==> config.mk <==
export PLATFORM = sky130hd
export DESIGN_NAME = dimpwm_bank
export DESIGN_NICKNAME = d
export VERILOG_FILES = /design/src/rtl/dimpwm_pkg.sv /design/src/rtl/dimpwm_timebase.sv /design/src/rtl/dimpwm_chan.sv /design/src/rtl/dimpwm_bank.sv
export SDC_FILE = /design/constraint.sdc
export NUM_CORES = 1
export LEC_CHECK = 0
export ABC_AREA = 0
export BUFFER_PORTS_ARGS = -buffer_cell sky130_fd_sc_hd__buf_2
export CAP_MARGIN = 40
export CORE_MARGIN = 5
export CORE_UTILIZATION = 50
export CTS_BUF_LIST = sky130_fd_sc_hd__clkbuf_8
export CTS_CLUSTER_SIZE = 30
export DETAILED_ROUTE_END_ITERATION = 12
export PLACE_DENSITY = 0.69
export SYNTH_ARGS = -nofsm -noshare
export SYNTH_HDL_FRONTEND = slang
export SYNTH_HIERARCHICAL = 1
export SYNTH_SLANG_ARGS = --single-unit
==> constraint.sdc <==
create_clock -name clk -period 2.8 [get_ports clk]
set_input_delay 0.14 -clock clk [delete_from_list [all_inputs] [get_ports clk]]
set_output_delay 0.14 -clock clk [all_outputs]
set_load 0.02 [all_outputs]
==> src/rtl/dimpwm_pkg.sv <==
package dimpwm_pkg;

  typedef enum logic [1:0] {
    SM_INTERNAL = 2'b00,
    SM_AUTO     = 2'b01,
    SM_EXTERNAL = 2'b10,
    SM_RESERVED = 2'b11
  } sync_mode_e;

  // Clamp master + signed trim into 0..maxcode
  function automatic int sat_sum(input int master, input int trim, input int maxcode);
    int s;
    s = master + trim;
    if (s < 0) s = 0;
    if (s > maxcode) s = maxcode;
    return s;
  endfunction

  // Map a saturated brightness code to a high-step count per period
  function automatic int duty_level(input int code, input int steps,
                                    input int min_steps, input int maxcode);
    if (code >= maxcode) return steps;
    return min_steps + (code * (steps - min_steps)) / (maxcode + 1);
  endfunction

endpackage

==> src/rtl/dimpwm_timebase.sv <==
module dimpwm_timebase
  import dimpwm_pkg::*;
#(
  parameter int STEPS  = 256,
  parameter int ABSENT = 2 * STEPS,
  localparam int PHASE_W = $clog2(STEPS),
  localparam int GAP_W   = $clog2(ABSENT + 1)
) (
  input  logic               clk,
  input  logic               rst_n,
  input  logic               tick_en,
  input  logic               sync_in,
  input  logic [1:0]         sync_mode,
  output logic [PHASE_W-1:0] phase,
  output logic               start_evt,
  output logic               running,
  output logic               sync_ok
);

  localparam logic [PHASE_W-1:0] LAST = PHASE_W'(STEPS - 1);

  logic sync_meta, sync_s, sync_d;
  logic sync_edge;
  logic [GAP_W-1:0] gap_cnt;
  logic present_q;
  logic follow, restart, wrap_evt, hold_end;
  sync_mode_e mode;

  assign mode = sync_mode_e'(sync_mode);

  always_ff @(posedge clk or negedge rst_n) begin
    if (!rst_n) begin
      sync_meta <= 1'b0;
      sync_s    <= 1'b0;
      sync_d    <= 1'b0;
    end else begin
      sync_meta <= sync_in;
      sync_s    <= sync_meta;
      sync_d    <= sync_s;
    end
  end

  assign sync_edge = sync_s & ~sync_d;

  // Presence detector: any edge arms, ABSENT ticks of silence disarm
  always_ff @(posedge clk or negedge rst_n) begin
    if (!rst_n) begin
      gap_cnt   <= '0;
      present_q <= 1'b0;
    end else if (sync_edge) begin
      gap_cnt   <= '0;
      present_q <= 1'b1;
    end else begin
      if (tick_en && gap_cnt != GAP_W'(ABSENT)) gap_cnt <= gap_cnt + 1'b1;
      if (gap_cnt == GAP_W'(ABSENT)) present_q <= 1'b0;
    end
  end

  always_comb begin
    follow   = (mode == SM_EXTERNAL) || (mode == SM_AUTO && present_q);
    restart  = sync_edge && (mode == SM_EXTERNAL || mode == SM_AUTO);
    hold_end = follow && (phase == LAST);
    wrap_evt = tick_en && (phase == LAST) && !follow;
  end

  always_ff @(posedge clk or negedge rst_n) begin
    if (!rst_n) begin
      phase <= '0;
    end else if (restart) begin
      phase <= '0;
    end else if (tick_en && !hold_end) begin
      phase <= (phase == LAST) ? '0 : phase + 1'b1;
    end
  end

  assign start_evt = restart || wrap_evt;
  assign running   = !(mode == SM_EXTERNAL && !present_q);
  assign sync_ok   = present_q;

  assert_present_rise_R10: assert property (@(posedge clk) disable iff (!rst_n)
    $rose(present_q) |-> $past(sync_edge));

  assert_internal_ignores_sync_R7: assert property (@(posedge clk) disable iff (!rst_n)
    (mode == SM_INTERNAL && sync_edge && tick_en && phase != LAST) |=> phase != '0);

endmodule

==> src/rtl/dimpwm_chan.sv <==
module dimpwm_chan
  import dimpwm_pkg::*;
#(
  parameter int STEPS     = 256,
  parameter int MIN_STEPS = 10,
  parameter int BRT_W     = 8,
  parameter int TRIM_W    = 6,
  localparam int PHASE_W  = $clog2(STEPS),
  localparam int LVL_W    = PHASE_W + 1,
  localparam int MAXCODE  = (1 << BRT_W) - 1
) (
  input  logic               clk,
  input  logic               rst_n,
  input  logic               start_evt,
  input  logic [PHASE_W-1:0] phase,
  input  logic [BRT_W-1:0]   master,
  input  logic [TRIM_W-1:0]  trim,
  input  logic               glob_on,
  input  logic               ch_on,
  input  logic               blank,
  output logic               pwm
);

  logic [LVL_W-1:0] level_next, level_q;
  logic             gate_on;
  int               code;

  always_comb begin
    code       = sat_sum(int'(master), int'($signed(trim)), MAXCODE);
    level_next = LVL_W'(duty_level(code, STEPS, MIN_STEPS, MAXCODE));
  end

  always_ff @(posedge clk or negedge rst_n) begin
    if (!rst_n)         level_q <= '0;
    else if (start_evt) level_q <= level_next;
  end

  assign gate_on = glob_on && ch_on && !blank;

  always_ff @(posedge clk or negedge rst_n) begin
    if (!rst_n) pwm <= 1'b0;
    else        pwm <= gate_on && ({1'b0, phase} < level_q);
  end

  assert_mask_low_R5: assert property (@(posedge clk) disable iff (!rst_n)
    !ch_on |=> !pwm);

  assert_full_on_R2: assert property (@(posedge clk) disable iff (!rst_n)
    (level_q == LVL_W'(STEPS) && gate_on) |=> pwm);

  assert_level_hold_R11: assert property (@(posedge clk) disable iff (!rst_n)
    !start_evt |=> $stable(level_q));

endmodule

==> src/rtl/dimpwm_bank.sv <==
module dimpwm_bank
  import dimpwm_pkg::*;
#(
  parameter int NCH       = 8,
  parameter int BRT_W     = 8,
  parameter int TRIM_W    = 6,
  parameter int STEPS     = 256,
  parameter int MIN_STEPS = 10,
  localparam int PHASE_W  = $clog2(STEPS)
) (
  input  logic                  clk,
  input  logic                  rst_n,
  input  logic                  tick_en,
  input  logic [BRT_W-1:0]      master_lvl,
  input  logic [NCH*TRIM_W-1:0] trim_flat,
  input  logic [NCH-1:0]        ch_mask,
  input  logic                  master_en,
  input  logic                  en_pin,
  input  logic [1:0]            sync_mode,
  input  logic                  sync_in,
  input  logic                  fault_latched,
  output logic [NCH-1:0]        pwm_out,
  output logic                  sync_ok
);

  logic [PHASE_W-1:0] phase;
  logic start_evt, running, glob_on, blank;

  dimpwm_timebase #(.STEPS(STEPS), .ABSENT(2 * STEPS)) tb_i (
    .clk(clk), .rst_n(rst_n), .tick_en(tick_en), .sync_in(sync_in),
    .sync_mode(sync_mode), .phase(phase), .start_evt(start_evt),
    .running(running), .sync_ok(sync_ok)
  );

  assign glob_on = master_en & en_pin;
  assign blank   = fault_latched | ~running;

  for (genvar n = 0; n < NCH; n++) begin : g_ch
    dimpwm_chan #(
      .STEPS(STEPS), .MIN_STEPS(MIN_STEPS), .BRT_W(BRT_W), .TRIM_W(TRIM_W)
    ) ch_i (
      .clk(clk), .rst_n(rst_n), .start_evt(start_evt), .phase(phase),
      .master(master_lvl), .trim(trim_flat[n*TRIM_W +: TRIM_W]),
      .glob_on(glob_on), .ch_on(ch_mask[n]), .blank(blank), .pwm(pwm_out[n])
    );
  end

  assert_enable_off_R4: assert property (@(posedge clk) disable iff (!rst_n)
    !(master_en && en_pin) |=> pwm_out == '0);

  assert_fault_off_R6: assert property (@(posedge clk) disable iff (!rst_n)
    fault_latched |=> pwm_out == '0);

  assert_ext_idle_R9: assert property (@(posedge clk) disable iff (!rst_n)
    (sync_mode == 2'b10 && !sync_ok) |=> pwm_out == '0);

endmodule

==> results of run 1 <==
[kinds of logic (layout without fill, tap and decap cells)]
group / count (synthesis) / count (layout) / synth area share, %
compound gates: 596 / 597 / 19.40
xor+xnor: 136 / 136 / 5.538
fa+ha+maj: 597 / 597 / 40.93
buf+inv: 615 / 1429 / 10.69
flops: 102 / 102 / 11.65
mux: 8 / 8 / 0.4396
other cells: 16 / 33 / 0.2740
simple gates: 424 / 424 / 11.08
[cells in the final DEF, fill, tap and decap left out, drive strengths merged, types with 84 or more instances in the layout]
cell type  netlist  final
inv            575    578
nand2           95     95
xnor2           86     86
fa             200    200
a21oi          117    117
o21ai           84     84
ha             397    397
buf             19    836
dfrtp          102    102
a21o           123    123
[registers in the layout (all words and copies together) (netlist names)]
signal and flops:
g_ch.ch_i/pwm 8, g_ch.ch_i/level_q 72, tb_i/gap_cnt 10, tb_i/sync_d 1, tb_i/sync_ok 1, tb_i/phase 8, tb_i/sync_s 1, tb_i/sync_meta 1
[worst max-delay path: cells and delay by family]
kind / cells / cell delay (ns)
simple gates: 4 / 0.79
buf+inv: 8 / 0.58
compound gates: 13 / 2.51
xor+xnor: 1 / 0.15
fa+ha+maj: 7 / 2.48
[layout make-up]
cell class	instances	share of cell area, %
inverters	575	6.566
flip-flops and latches	102	7.738
repair buffers	838	20.14
multi-input cells	1794	62.61
well taps	585	2.219
diodes	1	0.007586
clock inverters	7	0.3414
clock buffers	9	0.3755
[routing by layer]
| layer | track usage (%) | routed length, um |
|---|---|---|
| met1 | 32.09 | 26870 |
| met2 | 49.21 | 34810 |
| met3 | 1.448 | 2270 |
| met4 | 6.782 | 1931 |
| met5 | 0 | 0 |
[through the flow]
stage          std cells  setup TNS, ns  utilization, %
4_1_cts             3865        -212.41           73.19
5_1_grt             3911        -235.95           76.24
3_3_place_gp        3751        -243.51           66.63
6_report            3911        -220.73           76.24
3_5_place_dp        3751        -252.70           66.63
2_1_floorplan       2510        -191.03               -
[path summary, 6_finish.rpt]
path,start,end,depth (start not counted)
worst max-delay path,master_lvl[0],g_ch[7].ch_i/level_q[8],33
worst min-delay path,ch_mask[4],g_ch[4].ch_i/pwm,4
worst max register to register,tb_i/phase[0],g_ch[7].ch_i/level_q[3],6
worst min register to register,tb_i/sync_meta,tb_i/sync_s,0
max in group asynchronous,rst_n,tb_i/gap_cnt[6],3
min in group asynchronous,rst_n,g_ch[6].ch_i/pwm,2
[repair_timing]
item,CTS,global route
setup buffers,100,51
setup endpoints to repair,72,72
gates cloned,4,0
hold buffers,2,0
endpoints found under the hold margin,51,0
resized for setup,337,204
pin swaps,267,196
==> run_results.csv, run 1 <==
group,metric,value,unit
worst_setup_path,path_class,"input port to flip-flop",
clocking,numCtsBuffers,9,
min_path,hold_path_class,"input port to flip-flop",
route,post_drt_wl_per_cell,16.85,um
finish,syn_to_final_growth,50.50,%
placed_design,placed_area,28830,um2
synthesis,syn_area,21920,um2
global_route,grt_pass1_vias,22420,
route,dr.pass1.iters,5,
worst_setup_path,worst_path_max_delay_cell,"fa_1",
synthesis,ys_warn_count,6,
clocking,cts_sinks,102,
clocking,clockBufferDepth,2,
synthesis,yosysMostFrequentCell,"inv_1",
floorplan,core_area,43270,um2
floorplan,rows,76,
clocking,cts_root_buffer,"clkbuf_8",
finish,fillers,2680,
timing,relSlewSlack,54.03,%
synthesis,avgSynthCellArea,8.788,um2
finish,layout-drive-gt1-share,42.74,%
synthesis,ys_seq_area_share,11.65,%
floorplan,die_x,219.4,um
route,via_per_inst,5.351,
worst_setup_path,critPathMaxFanout,8,
synthesis,ys_dominant_reg_cell,"dfrtp_1",
finish,nets,3990,
clocking,clk_pin_slew_worst_paths,0.12,ns
worst_setup_path,max_stage_delay,0.53,ns
timing,whs,0.06891,ns
finish,multi_input_area,20650,um2
timing,fin_worst_skew,0.01926,ns
timing,finalHoldViolations,0,
timing,fin_crit_sh,228.4,%
timing,period_needed,6.395,ns
clocking,htreeDepth,3,
worst_setup_path,crit_path_start_kind,"input port",
job,maxCapViolCount,0,
synthesis,synth.area.top_cells,"ha_1 (23%), fa_1 (18%), dfrtp_1 (12%), inv_1 (9.8%), a21o_1 (4.2%)",
timing,rsz0062_at_grt,"true",
clocking,insertion_delay,0.37,ns
synthesis,synth_cells,2494,
worst_setup_path,crit_top_cell,"inv_2",
worst_setup_path,cp.arrival,6.67,ns
outcome,outcome,"finished with violations",
timing,final_max_slew_viol_count,0,
outcome,violations,"setup timing",
route,routed_wl,65880,um
global_route,antenna_found_initial,2,
clocking,cts_tree,"yes",
route,vias,20930,
finish,regArea,2552,um2
timing,tightestPinTransition,0.6895,ns
floorplan,io_pins,82,
synthesis,synth_area_leader_cell,"ha_1",
synthesis,synth_top_area_share,22.66,%
global_route,grt_pass1_wl,104600,um
placed_design,io_buffer_count,81,
worst_setup_path,rrSetupSlack,0.22,ns
route,ant_nets,0,
floorplan,start_util,50.66,%
synthesis,synth_commonest_cells,"inv_1 (575), ha_1 (397), fa_1 (200), a21o_1 (122), a21oi_1 (113)",
timing,setup_violations,72,
floorplan,dieHeight,219.4,um
route,drc_errors,0,
timing,fmax,156.4,MHz
synthesis,synth-seq-cells,102,
finish,final_area,32990,um2
placed_design,gp_congestion,0.8890,
global_route,grt_overflow_total,0,
worst_setup_path,required,3.07,ns
global_route,grt_max_degree,53,
placed_design,pre_cts_ws,-4.061,ns
timing,layout_setup_ws,-3.595,ns
synthesis,synth_cell_types,110,
floorplan,die_area,48120,um2
synthesis,synth_edf_count,0,
global_route,grt_usage,25.99,%
route,drtIter0Drc,945,
synthesis,synthArstFlopShare,100.0,%
placed_design,dp_hpwl,47770,um
worst_setup_path,endpoint_kind,"flip-flop",
Power of run 1 is left out: the tool's default activity adds up to more than one toggle a clock period on the data nets, which glitch-free logic cannot reach.
==> run 2, diff against run 1 <==
--- a/config.mk
+++ b/config.mk
@@ -10,10 +10,11 @@
 export CAP_MARGIN = 40
 export CORE_MARGIN = 5
 export CORE_UTILIZATION = 50
-export CTS_BUF_LIST = sky130_fd_sc_hd__clkbuf_8
+export CTS_BUF_LIST = sky130_fd_sc_hd__clkbuf_2
 export CTS_CLUSTER_SIZE = 30
 export DETAILED_ROUTE_END_ITERATION = 12
 export PLACE_DENSITY = 0.69
+export SKIP_LAST_GASP = 1
 export SYNTH_ARGS = -nofsm -noshare
 export SYNTH_HDL_FRONTEND = slang
 export SYNTH_HIERARCHICAL = 1
==> run_results.csv, run 2 (same netlist as run 1, synthesis figures left out) <==
group,metric,value,unit
outcome,outcome,"finished with violations",
outcome,violations,"setup timing",
worst_setup_path,worst_path_max_delay_cell,"fa_1",
worst_setup_path,crit_end,"g_ch[1].ch_i/level_q[8]",
route,vias,21020,
timing,setup_violations,72,
clocking,htreeDepth,3,
route,dr.pass1.iters,5,
floorplan,dieHeight,219.4,um
global_route,grt_pass1_vias,22400,
timing,tightestPinTransition,0.6916,ns
global_route,use_met3,1.738,%
finish,top_register,"g_ch.ch_i/level_q",
worst_setup_path,cp_top_family,"adder cells",
finish,final_cell_mix,"buf_4 (655), inv_1 (490), ha_1 (295)",
finish,syn_to_final_growth,50.27,%
worst_setup_path,worstReg2RegEnd,"g_ch[7].ch_i/level_q[3]",
worst_setup_path,max_stage_delay,0.58,ns
placed_design,dp_hpwl,47770,um
floorplan,die_x,219.4,um
timing,fmax,161.7,MHz
route,routed_wl,65980,um
placed_design,pre_cts_ws,-4.061,ns
global_route,busiest_layer,"met2",
worst_setup_path,rrSetupSlack,0.13,ns
timing,fin_crit_sh,220.9,%
finish,layout-drive-gt1-share,42.85,%
timing,fin_worst_skew,0.06377,ns
floorplan,die_area,48120,um2
worst_setup_path,critPathMaxFanout,7,
worst_setup_path,cp-startpoint,"master_lvl[0]",
worst_setup_path,crit_buf_inv,6,
placed_design,placed_area,28830,um2
timing,finalHoldViolations,0,
clocking,numCtsBuffers,9,
global_route,use_met2,47.89,%
floorplan,core_area,43270,um2
placed_design,io_buffer_count,81,
placed_design,gp_congestion,0.8890,
worst_setup_path,cp.depth,31,
finish,reg.largest.list,"g_ch.ch_i/level_q: 72 flops, tb_i/gap_cnt: 10 flops",
timing,whs,0.07317,ns
clocking,clockBufferDepth,2,
timing,period_needed,6.185,ns
worst_setup_path,endpoint_kind,"flip-flop",
clocking,clk_pin_slew_worst_paths,0.34,ns
finish,final_area,32940,um2
route,drtIter0Drc,937,
route,post_drt_wl_per_cell,16.81,um
global_route,grt_usage,25.66,%
finish,largest_register_ff_count,72,
global_route,grt_max_degree,53,
floorplan,start_util,50.66,%
worst_setup_path,crit_path_start_kind,"input port",
route,ant_nets,0,
timing,rsz0062_at_grt,"true",
timing,final_max_slew_viol_count,0,
clocking,cts_sinks,102,
route,via_per_inst,5.358,
finish,fin_util,76.12,%
global_route,met1_usage,31.70,%
timing,relSlewSlack,53.89,%
worst_setup_path,required,3.32,ns
floorplan,rows,76,
worst_setup_path,reg2reg_from,"tb_i/phase[0]",
global_route,grt_pass1_wl,103400,um
timing,layout_setup_ws,-3.385,ns
finish,final_common_cell,"buf_4",
job,maxCapViolCount,0,
global_route,grt_overflow_total,0,
worst_setup_path,cp.arrival,6.71,ns
min_path,hold_path_class,"input port to asynchronous set/reset pin",
clocking,cts_tree,"yes",
finish,nets,4002,
worst_setup_path,r2r_cells,6,
floorplan,io_pins,82,
route,drc_errors,0,
global_route,antenna_found_initial,4,
clocking,insertion_delay,0.60,ns
worst_setup_path,path_class,"input port to flip-flop",
clocking,cts_root_buffer,"clkbuf_2",
-- run 2: cell count changes in the layout (fill, tap and decap cells not counted), sizes merged --
cell / previous run / this run
buf: 836 / 839
diode: 1 / 2
dlygate4sd3: 2 / 11
-- run 2: worst min path at each step --
stage | end | slack, ns
final | tb_i/sync_ok | 0.07
after detailed placement | g_ch[6].ch_i/pwm | 0.21
after CTS | tb_i/gap_cnt[0] | 0.05
after floorplan | g_ch[0].ch_i/level_q[0] | -0.16
after global routing | tb_i/gap_cnt[1] | 0.07
after global placement | g_ch[0].ch_i/pwm | 0.21
-- run 2: per-layer routing --
metal	share of wire [%]	routed length [um]	vias up
li1	-	-	10090
met1	41	26980	10300
met2	52	34400	478
met3	3.5	2277	155
met4	3.5	2325	0
met5	0	0	-
-- run 2: per-stage QoR --
| stage | setup TNS (ns) | cells |
|---|---|---|
| floorplan | -191.03 | 2510 |
| detailed placement | -252.70 | 3751 |
| CTS | -191.82 | 3878 |
| global route | -213.99 | 3924 |
| finish | -199.48 | 3924 |
| global placement | -243.51 | 3751 |
-- run 2: area by class of cell --
| class | count | area, um2 |
|---|---|---|
| Antenna cell | 2 | 5.005 |
| Clock buffer | 9 | 45.04 |
| Clock inverter | 7 | 112.6 |
| Fill cell | 2726 | 10330 |
| Inverter | 575 | 2176 |
| Multi-Input combinational cell | 1794 | 20580 |
| Sequential cell | 102 | 2552 |
| Tap cell | 585 | 732.0 |
| Timing Repair Buffer | 850 | 6728 |
-- run 2: repair_timing --
action,4_1_cts,5_1_grt
setup endpoints to repair,72,72
resized for setup,302,232
hold buffers,11,0
buffers inserted,103,58
hold endpoints to repair,78,0
pin swaps,241,235
cloned,5,0
Power of run 2 is left out for the same reason.
